File: src/rtl/wdt_tapped.sv
module wdt_tapped #(
  parameter int DIV    = 12,
  parameter int PRE_W  = 13,
  parameter int TAP_LO = 6,
  parameter int SEL_W  = 3,
  parameter logic [7:0] KEY1 = 8'hA5,
  parameter logic [7:0] KEY2 = 8'h5A
) (
  input  logic       clk,
  input  logic       rst_n,
  input  logic       wr_en,
  input  logic [1:0] addr,
  input  logic [7:0] wr_data,
  output logic [7:0] rd_data,
  output logic       wd_reset,
  output logic       tof_flag,
  output logic       irq,
  output logic       running
);
  localparam int DIV_W = $clog2(DIV);
  localparam logic [1:0] A_CTL = 2'd0, A_RLD = 2'd1, A_K1 = 2'd2, A_K2 = 2'd3;

  logic [DIV_W-1:0] div_q;
  logic [PRE_W-1:0] pre_q, tap_mask;
  logic [7:0]       cnt_q, reload_q;
  logic [SEL_W-1:0] sel_q;
  logic             run_q, tof_q, mode_q, armed_q, pulse_q;

  assign tap_mask = (PRE_W'(1) << (TAP_LO + int'(sel_q))) - PRE_W'(1);

  wire div_tc = run_q && (div_q == DIV_W'(DIV - 1));
  wire tick   = div_tc && ((pre_q & tap_mask) == tap_mask);
  wire under  = tick && (cnt_q == 8'd0);
  wire wr_ctl = wr_en && (addr == A_CTL);
  wire feed   = wr_en && (addr == A_K2) && (wr_data == KEY2) && armed_q;

  always_ff @(posedge clk or negedge rst_n) begin
    if (!rst_n) begin
      div_q    <= '0;
      pre_q    <= '0;
      cnt_q    <= 8'hFF;
      reload_q <= 8'hFF;
      sel_q    <= '0;
      run_q    <= 1'b0;
      tof_q    <= 1'b0;
      mode_q   <= 1'b0;
      armed_q  <= 1'b0;
      pulse_q  <= 1'b0;
    end else begin
      pulse_q <= under && mode_q;
      if (wr_en) armed_q <= (addr == A_K1) && (wr_data == KEY1);
      if (wr_ctl) begin
        sel_q  <= wr_data[7:5];
        run_q  <= wr_data[2];
        tof_q  <= wr_data[1];
        mode_q <= wr_data[0];
      end
      if (under) tof_q <= 1'b1;
      if (wr_en && addr == A_RLD) reload_q <= wr_data;

      if (feed) begin
        div_q <= '0;
        pre_q <= '0;
        cnt_q <= reload_q;
      end else if (run_q) begin
        div_q <= div_tc ? '0 : div_q + DIV_W'(1);
        if (under) begin
          pre_q <= '0;
          cnt_q <= reload_q;
        end else begin
          if (div_tc) pre_q <= pre_q + PRE_W'(1);
          if (tick)   cnt_q <= cnt_q - 8'd1;
        end
      end
    end
  end

  always_comb begin
    case (addr)
      A_CTL:   rd_data = {sel_q, 2'b00, run_q, tof_q, mode_q};
      A_RLD:   rd_data = reload_q;
      A_K1:    rd_data = cnt_q;
      default: rd_data = 8'h00;
    endcase
  end

  assign wd_reset = pulse_q;
  assign tof_flag = tof_q;
  assign irq      = tof_q && !mode_q;
  assign running  = run_q;
endmodule

File: config.mk
export PLATFORM = sky130hd
export DESIGN_NAME = wdt_tapped
export DESIGN_NICKNAME = d
export VERILOG_FILES = /design/src/rtl/wdt_tapped.sv
export SDC_FILE = /design/constraint.sdc
export NUM_CORES = 1
export LEC_CHECK = 0
export BUFFER_PORTS_ARGS = -buffer_cell sky130_fd_sc_hd__buf_2
export CAP_MARGIN = 20
export CORE_AREA = 2 2 68 70
export DETAILED_ROUTE_END_ITERATION = 10
export DIE_AREA = 0 0 70 72
export PLACE_DENSITY = 0.77
export SLEW_MARGIN = 0
export SYNTH_ARGS = -nofsm -noshare
export SYNTH_HDL_FRONTEND = slang
export SYNTH_SLANG_ARGS = --single-unit
export TNS_END_PERCENT = 20
File: constraint.sdc
create_clock -name clk -period 3.1 [get_ports clk]
set_input_delay 0 -clock clk [delete_from_list [all_inputs] [get_ports clk]]
set_output_delay 0 -clock clk [all_outputs]
set_load 0.05 [all_outputs]
After elaboration in Yosys (flattened, before gate mapping)

Index checks and enable logic that the tools add are counted.

Register bits after elaboration: 41
Input bits: 13
Word-level logic and storage cells: 58

Add/subtract/negate cells: 5
Equal/unequal tests: 7
Shifts and indexed selects: 1
Mux-type cells: 14
Bitwise gates (word level): 1
Reductions and logical operators: 20

Operator list:

| kind                                                                 | count |
|---|---|
| 13-bit 2-to-1 mux                                                    | 4 |
| 8-bit 2-to-1 mux                                                     | 4 |
| 8-bit one-hot mux with 3 select lines                                | 1 |
| 13-bit by 1-bit adder with 13-bit output, second input constant      | 1 |
| 13-bit bitwise AND                                                   | 1 |
| 13-bit == test                                                       | 1 |
| 1-bit by 4-bit << shifter with 13-bit output, first input constant   | 1 |
| 13-bit by 2-bit subtractor with 13-bit output, second input constant | 1 |
| 4-bit 2-to-1 mux                                                     | 3 |
| 1-bit logical AND                                                    | 11 |
| 8-bit by 7-bit == test with 1-bit output, second input constant      | 1 |
| 8-bit == test, second input constant                                 | 1 |
| 8-bit zero test                                                      | 1 |
| 8-bit by 1-bit subtractor with 8-bit output, second input constant   | 1 |
| 3-bit nonzero test                                                   | 2 |
| 3-bit by 3-bit adder with 4-bit output, first input constant         | 1 |
| 4-bit by 1-bit adder with 4-bit output, second input constant        | 1 |
| 2-bit == test, second input constant                                 | 2 |
| 4-bit == test, second input constant                                 | 1 |
| 2-bit AND reduction                                                  | 2 |
| 2-bit nonzero test                                                   | 2 |
| 2-bit by 1-bit == test with 1-bit output, second input constant      | 1 |
| 2-bit zero test                                                      | 1 |
| 1-bit 2-to-1 mux                                                     | 2 |
| 1-bit zero test                                                      | 1 |

Logic depth before layout (Yosys ltp)

Gate-level depths: netlist of run 1.

Depth after elaboration: 10
Gate-level depth with buffers: 8
Gate-level depth less buffers: 7

Worst setup path before layout of run 1

OpenSTA, ideal clock, no wires.

Path type: register -> register
From: reg run_q, in the netlist running
To: reg pre_q[11]
Setup time: 0.126 ns
Arrival time: 2.290 ns
Slack: 0.684 ns
Stages on the path, launching flop included: 8
Clock period less this slack: 2.416 ns
Cell sequence: dfrtp_1 buf_2 nand4b_1 a2111o_1 clkbuf_1 o31ai_4 buf_6 a21oi_1

Word-level cells in the longest chain between the ends: 6

RTL lines:

| what                   | line | source |
|---|---|---|
| start, declared        | 27   | `logic run_q, tof_q, mode_q, armed_q, pulse_q;` |
| start signal, assigned | 54   | `run_q <= wr_data[2];` |
| 1-bit logical AND      | 31   | `wire div_tc = run_q && (div_q == DIV_W'(DIV - 1));` |
| 1-bit logical AND      | 32   | `wire tick = div_tc && ((pre_q & tap_mask) == tap_mask);` |
| 1-bit logical AND      | 33   | `wire under = tick && (cnt_q == 8'd0);` |
| 13-bit 2-to-1 mux      | 67   | `if (under) begin` |
| 13-bit 2-to-1 mux      | 65   | `end else if (run_q) begin` |
| 13-bit 2-to-1 mux      | 61   | `if (feed) begin` |
| end signal, assigned   | 71   | `if (div_tc) pre_q <= pre_q + PRE_W'(1);` |
| end, declared          | 24   | `logic [PRE_W-1:0] pre_q, tap_mask;` |

Parallel ways exist; a longest one is shown, timed or not. The select of a mux whose other input is x is not followed.
A chain may end at the register's enable or synchronous reset.

Worst setup path after layout of run 1

From: reg cnt_q[0]
To: reg pre_q[7]

Word-level cells in the longest chain between the ends: 5

RTL lines:

| what                   | line | source |
|---|---|---|
| start, declared        | 25   | `logic [7:0] cnt_q, reload_q;` |
| start signal, assigned | 64   | `cnt_q <= reload_q;` |
| start signal, assigned | 69   | `cnt_q <= reload_q;` |
| start signal, assigned | 72   | `if (tick) cnt_q <= cnt_q - 8'd1;` |
| 8-bit zero test *      | 33   |  |
| 1-bit logical AND *    | 33   |  |
| 13-bit 2-to-1 mux      | 67   |  |
| 13-bit 2-to-1 mux      | 65   |  |
| 13-bit 2-to-1 mux      | 61   |  |

Mark *: on every way between the ends. The rest lies on a longest branch, timed or not. The select of a mux whose other input is x is not followed.

==> flow_metrics.py, run 1 <==
metrics = {
    "grt": {
        "met2_usage": 0.393,
        "grt_pass1_vias": 2140,
        "track_usage": 0.258,
        "grt_pass1_wl_um": 10200,
        "grt_use_met1": 0.356,
        "overflow": 0,
        "grt_start_max_net_pins": 42,
        "grt-busiest-layer": "met2",
        "use_met3": 0.0569,
        "antenna_found_initial": 0,
    },
    "drt": {
        "drtIter0Drc": 249,
        "vias": 2176,
        "post_drt_via_cell_ratio": 6.31,
        "ant_nets": 0,
        "finalWirelength_um": 6000,
        "wire_per_inst_um": 17.4,
        "drtPass1Iterations": 5,
        "drc": 0,
    },
    "floorplanning": {
        "die_w_um": 70,
        "die_area_um2": 5040,
        "core_um2": 4260,
        "rows": 24,
        "die_h_um": 72,
        "initial_core_util": 0.572,
        "ioPinCount": 25,
    },
    "critical_path": {
        "worstPathRequired_ps": 3260,
        "critPathCaptureType": "register",
        "critPathKind": "register to register",
        "start_kind": "register",
        "path_max_fanout": 12,
        "worstReg2RegStart": "cnt_q[0]",
        "setup.worst_path.start": "cnt_q[0]",
        "crit_arrival_ps": 2860,
    },
    "cells_and_area": {
        "diodes": 0,
        "syn_to_final_growth_pct": 15.7,
        "fin_cells": 345,
        "drive_gt1_frac": 0.229,
        "nNetsFinal": 309,
        "mostFrequentLayoutCells": "dfrtp_1 (25), nand2_1 (24), buf_2 (24)",
        "layout_commonest_cell": "dfrtp_1",
        "seqCellArea_um2": 1050,
        "fin_util": 0.661,
        "nFillCells": 346,
        "multi_input_area_um2": 1290,
    },
    "sta": {
        "final.setup.tns_ps": 0,
        "period_needed_ps": 2700,
        "timing.final.crit_share": 0.870,
        "fmax_mhz": 371,
        "finalSetupViolCount": 0,
        "worstMarginPinSlew_ps": 909,
        "drv_slew": 0,
        "fin_skew_ps": 7.70,
        "max-slew-margin-rel": 0.394,
        "hold_viol_final": 0,
        "rsz0062_at_grt": "no",
    },
    "clock_network": {
        "clk_latency_ps": 300,
        "clk_path_buf_depth": 2,
        "cts_resized": 0,
        "cts_buffers": 5,
        "cts_tree": "yes",
        "cts_max_level": 2,
        "clock-sinks": 41,
        "cts.reportedPaths.clkPinSlew_ps": 80,
        "cts_root_buffer": "clkbuf_8",
    },
    "flow_run": {
        "max_cap_violations": 0,
    },
    "synthesis": {
        "synth_top_area_cell": "dfrtp_1",
        "ys_async_sr_fraction": 1.00,
        "ys_seq_elements": 41,
        "syn-instance-count": 255,
        "yosysTopAreaCellShare": 0.257,
        "ys_warn_count": 0,
        "netlist_area_um2": 2440,
        "synth_cell_type_count": 51,
        "ys.flop_type": "dfrtp_1",
        "synth_fp_nets": 272,
        "avgSynthCellArea_um2": 9.56,
        "synthTopCellsByArea": "dfrtp_1 (26%), dfstp_2 (17%), mux2_2 (4.6%), mux2i_1 (3.7%), nand2_1 (3.7%)",
        "synth_enable_flop_cells": 0,
        "yosysSeqAreaShare": 0.429,
    },
    "worst_hold_path": {
        "hold_class": "input pin to register",
        "min_from": "addr[1]",
    },
    "place": {
        "portBuffers": 24,
        "place_inst": 327,
        "dp_hpwl_um": 4110,
        "place.gp.congestion": 0.960,
    },
    "status": {
        "status": "completed",
    },
    "power_and_ir_drop": {
        "leakagePower_nw": 1.17,
        "ir_drop_mv": 0.467,
        "powerDensity_nw_per_um2": 511,
        "power.total_mw": 1.44,
    },
}
timing repair:
item,4_1_cts,5_1_grt
hold endpoints to repair,38,0
buffers inserted,0,0
hold buffers,10,0
registers in the layout, summed over array words and instances, names as in the netlist:
signal    cells
reload_q      8
running       1
sel_q         3
cnt_q         8
div_q         4
mode_q        1
wd_reset      1
tof_flag      1
armed_q       1
pre_q        13
power breakdown:
group	switching, mW	internal [mW]	leakage [nW]
Clock	0.194	0.159	0.0385
Sequential	0.0860	0.630	0.495
Combinational	0.229	0.143	0.640
Total	0.509	0.932	1.17
Yosys cell counts, types with 2 or more instances:
cell type	instances
a2111oi_0	3
a211oi_1	4
a21oi_1	6
a221o_1	2
a22o_1	2
a311oi_1	2
a31oi_1	2
and3_1	5
and4b_1	3
buf_2	2
clkbuf_1	8
dfrtp_1	25
dfstp_2	16
ha_1	4
inv_1	13
mux2_2	10
mux2i_1	9
nand2_1	24
nand2b_1	2
nand3_1	4
nand4_1	5
nand4b_1	2
nor2_1	23
nor2b_1	3
nor3_1	10
nor3b_1	2
nor4_1	6
nor4bb_1	4
o2111ai_1	2
o211ai_1	2
o21ai_0	17
o311ai_0	3
o31ai_1	3
or3_1	4
xnor2_1	4
xor2_1	4
critical path, stage by stage, from the launching register on:
cell and delay [ps]:
dfstp_2 400, inv_1 80, ha_1 190, or4b_4 500, or4_1 580, o31ai_4 490, buf_12 190, o311ai_0 130
routing by layer:
layer,wire length [um],share of wire,vias to the layer above
met5,0,0,-
met2,2880,0.48,99
li1,-,-,1033
met4,91,0.015,0
met1,2600,0.43,1035
met3,426,0.071,9
area by class of cell:
class,count,area share
clock buffers,7,0.0271
inverters,13,0.0173
clock inverters,1,0.00266
flip-flops and latches,41,0.371
multi-input cells,190,0.458
repair buffers,41,0.101
well taps,52,0.0231
final timing paths:
kind / slack (ps) / endpoint / depth (start not counted)
max in group asynchronous: 2160 / wd_reset / 2
worst max-delay path: 400 / pre_q[7] / 7
worst min-delay path: 240 / tof_flag / 4
min in group asynchronous: 360 / pre_q[0] / 2
worst min register to register: 470 / cnt_q[6] / 2
worst max register to register: 400 / pre_q[7] / 7
cells by family (layout without fill, tap and decap cells):
kind of cell               after synthesis  in the layout  synth area share
buffers and inverters                   24             62            0.0411
adders and majority gates                4              4            0.0205
DFF                                     41             41             0.429
AOI/OAI and AO/OA                       58             58             0.176
xor gates and xnor gates                 8              8            0.0287
muxes                                   19             19            0.0832
and+or+nand+nor                        101            101             0.222
metrics by stage:
stage               setup slack (ps)  hold slack [ps]  cell area, um^2
floorplan                        684             -296             2440
global placement                 504              174             2640
detailed placement               425              179             2640
CTS                              407              235             2820
global route                     292              308             2820
finish                           402              245             2820
(Power assumes the default switching activity.)
==> run 2: changes to the inputs <==
Settings changed: RECOVER_POWER from default to 25.
==> flow_metrics.py, run 2 (same netlist as run 1, synthesis figures left out) <==
metrics = {
    "cells_and_area": {
        "fin_util": 0.661,
        "reg_top3": "pre_q x13, cnt_q x8, reload_q x8",
        "multi_input_area_um2": 1290,
        "nNetsFinal": 309,
        "largest_reg_flops": 13,
        "finalInstanceArea_um2": 2820,
        "regMostFlops": "pre_q",
        "drive_gt1_frac": 0.218,
        "mostFrequentLayoutCells": "dfrtp_1 (25), nand2_1 (24), nor2_1 (23)",
        "seqCellArea_um2": 1050,
        "layout_commonest_cell": "dfrtp_1",
        "nFillCells": 344,
        "syn_to_final_growth_pct": 15.6,
        "diodes": 0,
    },
    "clock_network": {
        "post_cts_buffers": 0,
        "cts_buffers": 5,
        "cts.reportedPaths.clkPinSlew_ps": 80,
        "cts_tree": "yes",
        "clk_path_buf_depth": 2,
        "cts_max_level": 2,
        "clock-sinks": 41,
        "clk_latency_ps": 300,
        "cts_root_buffer": "clkbuf_8",
    },
    "worst_hold_path": {
        "hold_class": "input pin to register",
        "hold_path_depth": 4,
    },
    "grt": {
        "antenna_found_initial": 0,
        "grt_start_max_net_pins": 42,
        "grt_pass1_wl_um": 10200,
        "overflow": 0,
        "grt_pass1_vias": 2140,
        "track_usage": 0.258,
    },
    "place": {
        "place.gp.congestion": 0.960,
        "dp_hpwl_um": 4110,
        "portBuffers": 24,
        "post_dp_cell_area_um2": 2640,
    },
    "drt": {
        "wire_per_inst_um": 17.5,
        "drc": 0,
        "ant_nets": 0,
        "finalWirelength_um": 6020,
        "vias": 2205,
        "drtIter0Drc": 235,
        "drtPass1Iterations": 5,
        "post_drt_via_cell_ratio": 6.39,
    },
    "sta": {
        "max-slew-margin-rel": -0.472,
        "timing.final.crit_share": 0.870,
        "finalSetupViolCount": 0,
        "final.setup.tns_ps": 0,
        "rsz0062_at_grt": "no",
        "fin_skew_ps": 6.70,
        "period_needed_ps": 2700,
        "hold_viol_final": 0,
        "fmax_mhz": 371,
        "drv_slew": 42,
        "worstMarginPinSlew_ps": 2210,
        "fin_hold_ws_ps": 245,
    },
    "status": {
        "status": "finished with violations",
        "violations": "max-capacitance violations, max-slew violations",
    },
    "power_and_ir_drop": {
        "leakagePower_nw": 1.16,
        "powerDensity_nw_per_um2": 512,
        "power.total_mw": 1.44,
        "ir_drop_mv": 0.468,
    },
    "critical_path": {
        "worstPathRequired_ps": 3260,
        "reg2reg_depth": 7,
        "critPathKind": "register to register",
        "path_max_fanout": 12,
        "crit_arrival_ps": 2860,
        "start_kind": "register",
        "critPathCaptureType": "register",
    },
    "floorplanning": {
        "ioPinCount": 25,
        "die_h_um": 72,
        "die_area_um2": 5040,
        "initial_core_util": 0.572,
        "die_w_um": 70,
        "core_um2": 4260,
        "rows": 24,
    },
    "flow_run": {
        "max_cap_violations": 1,
    },
}
run 2: changes by cell type in the layout (fill, tap and decap cells not counted), sizes merged:
cell | previous run | this run
clkbuf | 7 | 10
buf | 31 | 28
run 2: path summary, 6_finish.rpt:
| kind | to | startpoint | slack, ps |
|---|---|---|---|
| worst max-delay path | pre_q[7] | cnt_q[0] | 400 |
| worst min-delay path | tof_flag | addr[1] | 250 |
| worst max register to register | pre_q[7] | cnt_q[0] | 400 |
| worst min register to register | cnt_q[6] | reload_q[6] | 470 |
| max in group asynchronous | wd_reset | rst_n | 950 |
| min in group asynchronous | pre_q[0] | rst_n | 880 |
run 2: layout make-up:
type / count / area share
multi-input cells: 190 / 0.458
flip-flops and latches: 41 / 0.371
repair buffers: 41 / 0.100
clock buffers: 7 / 0.0271
well taps: 52 / 0.0231
inverters: 13 / 0.0173
clock inverters: 1 / 0.00267
run 2: worst max-delay path: stages, from the launching register on:
cell and delay, ps:
dfstp_2 400, inv_1 80, ha_1 190, or4b_4 500
or4_1 580, o31ai_4 490, buf_12 190, o311ai_0 130
run 2: layer usage:
| metal | track usage | routed length (um) | up-vias |
|---|---|---|---|
| li1 | - | - | 1029 |
| met1 | 0.356 | 2640 | 1047 |
| met2 | 0.393 | 2840 | 111 |
| met3 | 0.0569 | 410 | 18 |
| met4 | 0.120 | 134 | 0 |
| met5 | 0 | 0 | - |
run 2: per-stage QoR:
stage          instances  setup WS, ps
3_5_place_dp         327           425
5_1_grt              345           292
2_1_floorplan        255           684
3_3_place_gp         327           504
6_report             345           403
4_1_cts              345           407
run 2: power by group:
part	leakage [nW]	internal (mW)	switching (mW)	total, mW
Sequential	0.495	0.630	0.0864	0.716
Combinational	0.631	0.142	0.229	0.371
Clock	0.0385	0.160	0.196	0.355
Total	1.16	0.931	0.511	1.44
run 2: what timing repair did:
action	in CTS	in global routing
resized for setup	0	0
endpoints found under the hold margin	38	0
hold buffers	10	0
